$ cat src/rtl/bre_pkg.sv
package bre_pkg;

    localparam int SEL_W = 5;

    typedef enum logic [SEL_W-1:0] {
        SEL_OVF      = 5'd0,
        SEL_NOVF     = 5'd1,
        SEL_CARRY    = 5'd2,
        SEL_NCARRY   = 5'd3,
        SEL_ZERO     = 5'd4,
        SEL_NZERO    = 5'd5,
        SEL_BELOW_EQ = 5'd6,
        SEL_ABOVE    = 5'd7,
        SEL_SIGN     = 5'd8,
        SEL_NSIGN    = 5'd9,
        SEL_LESS     = 5'd10,
        SEL_GE       = 5'd11,
        SEL_LE       = 5'd12,
        SEL_GT       = 5'd13,
        SEL_CNT_ZERO = 5'd16,
        SEL_LOOP     = 5'd17,
        SEL_LOOP_EQ  = 5'd18,
        SEL_LOOP_NE  = 5'd19,
        SEL_TRAP_OV  = 5'd20
    } sel_e;

    typedef struct packed {
        logic cf;
        logic zf;
        logic sf;
        logic of;
    } flags_t;

endpackage

$ cat src/rtl/bre_flag_cond.sv
module bre_flag_cond
    import bre_pkg::*;
(
    input  logic [SEL_W-1:0] sel,
    input  flags_t           flags,
    output logic             hit,
    output logic             is_flag_sel
);

    logic sign_ne_ovf;
    logic base;
    logic invert;

    assign sign_ne_ovf = flags.sf ^ flags.of;

    // Conditions come in pairs: even code tests a base term, odd code its negation.
    always_comb begin
        base        = 1'b0;
        is_flag_sel = (sel <= SEL_W'(13));
        invert      = sel[0];
        unique case (sel[SEL_W-1:1])
            4'd0:    base = flags.of;
            4'd1:    base = flags.cf;
            4'd2:    base = flags.zf;
            4'd3:    base = flags.cf | flags.zf;
            4'd4:    base = flags.sf;
            4'd5:    base = sign_ne_ovf;
            4'd6:    base = flags.zf | sign_ne_ovf;
            default: base = 1'b0;
        endcase
        hit = is_flag_sel & (base ^ invert);
    end

endmodule

$ cat src/rtl/bre_count_unit.sv
module bre_count_unit
    import bre_pkg::*;
#(
    parameter int CX_W = 16
) (
    input  logic [SEL_W-1:0] sel,
    input  logic [CX_W-1:0]  cx,
    input  logic             zf,
    output logic [CX_W-1:0]  cx_next,
    output logic             hit
);

    logic [CX_W-1:0] cx_dec;
    logic            dec_nz;

    assign cx_dec = cx - CX_W'(1);
    assign dec_nz = |cx_dec;

    always_comb begin
        cx_next = cx;
        hit     = 1'b0;
        case (sel_e'(sel))
            SEL_CNT_ZERO: hit = ~|cx;
            SEL_LOOP: begin
                cx_next = cx_dec;
                hit     = dec_nz;
            end
            SEL_LOOP_EQ: begin
                cx_next = cx_dec;
                hit     = dec_nz & zf;
            end
            SEL_LOOP_NE: begin
                cx_next = cx_dec;
                hit     = dec_nz & ~zf;
            end
            default: begin
                cx_next = cx;
                hit     = 1'b0;
            end
        endcase
    end

endmodule

$ cat src/rtl/bre_target.sv
module bre_target #(
    parameter int IP_W   = 16,
    parameter int DISP_W = 8
) (
    input  logic [IP_W-1:0]   ip,
    input  logic [DISP_W-1:0] disp,
    output logic [IP_W-1:0]   target
);

    localparam int EXT_W = IP_W - DISP_W;

    logic [IP_W-1:0] disp_ext;

    generate
        if (EXT_W > 0) begin : g_extend
            assign disp_ext = {{EXT_W{disp[DISP_W-1]}}, disp};
        end else begin : g_trunc
            assign disp_ext = disp[IP_W-1:0];
        end
    endgenerate

    assign target = ip + disp_ext;

endmodule

$ cat src/rtl/branch_eval.sv
module branch_eval
    import bre_pkg::*;
#(
    parameter int IP_W     = 16,
    parameter int CX_W     = 16,
    parameter int DISP_W   = 8,
    parameter int VEC_W    = 8,
    parameter int TRAP_VEC = 4
) (
    input  logic              clk,
    input  logic              rst_n,
    input  logic              in_valid,
    input  logic [SEL_W-1:0]  cond_sel,
    input  logic              flag_cf,
    input  logic              flag_zf,
    input  logic              flag_sf,
    input  logic              flag_of,
    input  logic [CX_W-1:0]   cx_in,
    input  logic [IP_W-1:0]   ip_in,
    input  logic [DISP_W-1:0] disp_in,
    output logic              out_valid,
    output logic              taken,
    output logic [IP_W-1:0]   next_ip,
    output logic [CX_W-1:0]   cx_out,
    output logic              irq_req,
    output logic [VEC_W-1:0]  irq_vector
);

    typedef struct packed {
        logic             valid;
        logic             taken;
        logic [IP_W-1:0]  ip;
        logic [CX_W-1:0]  cx;
        logic             irq;
        logic [VEC_W-1:0] vec;
    } result_t;

    flags_t          flags;
    logic            flag_hit;
    logic            flag_sel;
    logic            count_hit;
    logic [CX_W-1:0] count_cx;
    logic [IP_W-1:0] target;
    logic            trap_sel;
    result_t         res_d;
    result_t         res_q;

    assign flags = '{cf: flag_cf, zf: flag_zf, sf: flag_sf, of: flag_of};

    bre_flag_cond u_flag_cond (
        .sel         (cond_sel),
        .flags       (flags),
        .hit         (flag_hit),
        .is_flag_sel (flag_sel)
    );

    bre_count_unit #(.CX_W(CX_W)) u_count (
        .sel     (cond_sel),
        .cx      (cx_in),
        .zf      (flag_zf),
        .cx_next (count_cx),
        .hit     (count_hit)
    );

    bre_target #(.IP_W(IP_W), .DISP_W(DISP_W)) u_target (
        .ip     (ip_in),
        .disp   (disp_in),
        .target (target)
    );

    assign trap_sel = (cond_sel == SEL_TRAP_OV);

    always_comb begin
        res_d       = res_q;
        res_d.valid = 1'b0;
        if (in_valid) begin
            res_d.valid = 1'b1;
            res_d.taken = flag_hit | count_hit;
            res_d.ip    = res_d.taken ? target : ip_in;
            res_d.cx    = count_cx;
            res_d.irq   = trap_sel & flag_of;
            res_d.vec   = res_d.irq ? VEC_W'(TRAP_VEC) : '0;
        end
    end

    always_ff @(posedge clk or negedge rst_n) begin
        if (!rst_n) begin
            res_q <= '0;
        end else begin
            res_q <= res_d;
        end
    end

    assign out_valid  = res_q.valid;
    assign taken      = res_q.taken;
    assign next_ip    = res_q.ip;
    assign cx_out     = res_q.cx;
    assign irq_req    = res_q.irq;
    assign irq_vector = res_q.vec;

endmodule

$ cat config.mk
export PLATFORM = sky130hd
export DESIGN_NAME = branch_eval
export DESIGN_NICKNAME = d
export VERILOG_FILES = /design/src/rtl/bre_pkg.sv /design/src/rtl/bre_flag_cond.sv /design/src/rtl/bre_count_unit.sv /design/src/rtl/bre_target.sv /design/src/rtl/branch_eval.sv
export SDC_FILE = /design/constraint.sdc
export NUM_CORES = 1
export LEC_CHECK = 0
export BUFFER_PORTS_ARGS = -buffer_cell sky130_fd_sc_hd__buf_2
export CELL_PAD_IN_SITES_DETAIL_PLACEMENT = 0
export CELL_PAD_IN_SITES_GLOBAL_PLACEMENT = 1
export CORE_UTILIZATION = 25
export CTS_BUF_LIST = sky130_fd_sc_hd__clkbuf_4 sky130_fd_sc_hd__clkbuf_8
export DETAILED_ROUTE_END_ITERATION = 16
export PLACE_DENSITY = 0.62
export SLEW_MARGIN = 20
export SYNTH_ARGS = -nofsm -noshare
export SYNTH_HDL_FRONTEND = slang
export SYNTH_SLANG_ARGS = --single-unit
export TNS_END_PERCENT = 50
$ cat constraint.sdc
create_clock -name clk -period 1.1 [get_ports clk]
set_input_delay 0.055 -clock clk [delete_from_list [all_inputs] [get_ports clk]]
set_output_delay 0.055 -clock clk [all_outputs]
set_load 0.02 [all_outputs]
==> run metrics <==
outcome complete, but fails checks; failing checks setup timing; CP max stage delay roughly 0.42 ns; Initial Util between 20% and 30%; pwr dens about 990 mW/mm^2; grt total ovfl 0; vias in the first global route 3,127; drt drc 0; final std cells w/o fill between 600 and 700; core area 0.0110 mm^2; cell family with most CP delay simple AND/OR/NAND/NOR gates; CP Max Fanout 10; overall power around 4.5 mW; period utilisation layout 185%; Setup CP Type input pin to flip-flop; Worst-path clk slew 0.08 ns; sequence of cells on the critical path buf_8 -> inv_4 -> ha_4 -> or3b_4 -> or4_4 -> o31ai_2 -> nand2_1 -> a21oi_2 -> a21o_4 -> buf_12 -> mux2i_1 -> a21oi_1; WL final approximately 9000 um; IO Pins 95; proportion of netlist area held by the largest area contributor between 30 and 40%; num rows 38; Ant. Diodes 0; CTS sink cnt 35; Mapped Area roughly 0.0029 mm^2; Ys Warns 0; # setup viols final 28; setup slack after layout -0.931 ns; CP arrival ~2.2 ns; Total Routing Usage GR 15.6%; Die ar. ~0.012 mm^2; fin crit period 2.03 ns; leakage approximately 2.0 nW; Starting DRT DRC Count 78; CTS tree done; pre-CTS WS -1.35 ns; Setup crit end kind flip-flop; Max stage delay cell, worst path or4_4; RSZ-0062 raised after global routing true; Commonest cells post-synth nor2_1, a21oi_1, dfrtp_1; Placer Congestion about 0.82; Area contributors post-synth dfrtp_1, a21oi_1, ha_1; largest net degree at the start of global routing 36; Clk Latency, worst-skew pair 0.29 ns; Root Buffer clkbuf_8; Post-Route Setup TNS -15.92 ns; dominant cell type by area after synthesis dfrtp_1; count of TritonRoute iterations in the first routing pass 5; critical path launch point type input pin; Die Span Y between 100 and 150 um; Post-synth EDFFs 0; area growth from synthesis to layout 58.5%; Fmax achieved 492 MHz; Avg Cell Area, Syn ~8.2 um^2; HPWL after DPL 6960 um; average vias per placed instance between 4 and 5; worst clock skew 0 ns; H-tree depth 2; first-pass GRT wire length about 14,000 um; fin. max-slew vios 0; ANT nets after route 0; most numerous cell in the Yosys netlist nor2_1; Via Count just over 3,000; Worst Path Required ~1.3 ns; Nets 587; sequential area share after synthesis between 30 and 40%; Routed WL per cell roughly 14 um; async set-reset flop share out of synthesis 100%; final hold vios 0; initial antenna violation count 0; Worst VDD drop about 0.50 mV; total CTS buffers 5; distinct cell type count after synthesis 55; total of fill cells in the finished design about 1,100; PortBufs 87; post-placement cell count between 600 and 700; Most used DFF post-synth dfrtp_1; CP bufs+invs 3; HP Class input pin to flip-flop; Max-Cap Viols 0; die width 109 um; CTS max path bufs 2; fraction of layout cells with a size suffix above 1 between 40% and 50%; Yosys reg bits 35; Post-Syn Instances between 300 and 400
routing by layer:
metal  part of all wire, %  GRT usage [%]
met2                    50           28.5
met5                     0              0
met1                    45           19.3
met4                  0.28           2.51
met3                   4.1           2.45
state kept, by name, summed over array words and instances, names as in the netlist:
register,count
irq_vector,1
next_ip,16
cx_out,16
taken,1
out_valid,1
report_power, final:
group | switching [mW] | internal, mW
Sequential | 0.0865 | 1.44
Clock | 0.516 | 0.598
Combinational | 0.987 | 0.863
worst paths after layout:
| kind | start | to | slack, ns | cells past startpoint |
|---|---|---|---|---|
| max | cx_in[1] | next_ip[11] | -0.93 | 12 |
| min | in_valid | out_valid | 0.03 | 1 |
| max reg2reg | next_ip[7] | next_ip[7] | 0.22 | 1 |
| min reg2reg | taken | taken | 0.51 | 2 |
| max in group asynchronous | rst_n | next_ip[1] | 0.64 | 3 |
| min in group asynchronous | rst_n | cx_out[4] | 0.26 | 3 |
stage by stage:
| step | utilization [%] | hold WS [ns] | instance area [um^2] |
|---|---|---|---|
| 5_1_grt | 41.2 | 0.0310 | 4530 |
| 3_3_place_gp | 36.9 | 0.0358 | 4050 |
| 6_report | 41.2 | 0.0305 | 4530 |
| 3_5_place_dp | 36.9 | 0.0368 | 4050 |
| 4_1_cts | 39.5 | 0.0239 | 4340 |
| 2_1_floorplan | - | -0.241 | 2940 |
final cells by class:
cell class | instances | area (um^2) | share of cell area [%]
multi-input combinational | 282 | 2090 | 46.1
clock buffer | 8 | 104 | 2.29
tap | 140 | 175 | 3.87
timing repair buffer | 180 | 1230 | 27.1
sequential | 35 | 876 | 19.4
inverter | 13 | 53.8 | 1.19
cell families after synthesis:
logic type               count (synthesis)  synth area share (%)
buffers and inverters                   38                  6.57
adder cells (fa/ha/maj)                 18                  8.15
XOR/XNOR                                28                  8.59
multiplexers                            13                  4.65
other                                    1                 0.131
AO/OA/AOI/OAI                           94                  20.4
AND/OR/NAND/NOR                        121                  20.9
flip-flops                              35                  30.7
cells in the final DEF (no fill, tap or decap), types with 3 or more instances in the layout:
cell type and count:
nor3_2 5, xnor2_1 19, nor4_2 3, inv_1 11, nand4_1 3, o21ai_0 9
xor2_1 9, ha_1 15, nor2_1 47, buf_4 84, buf_2 81, o211ai_1 3
a22oi_2 3, conb_1 7, clkbuf_8 7, nor2_2 3, nor3_1 7, buf_6 10
o21ai_1 5, a21oi_2 4, nand2_1 15, mux2i_1 11, nand3_1 5, dfrtp_1 35
nor2b_1 5, nor4_4 4, a21oi_1 42, a31oi_1 3, o21a_1 3
timing repair:
item,CTS,global route
hold endpoints to repair,35,0
setup endpoints to repair,33,31
cloned,1,0
hold buffers,1,0
pin swaps,14,19
buffers inserted,2,3
gates resized for setup,39,29
Note: power is estimated with default switching activity, not from simulation.
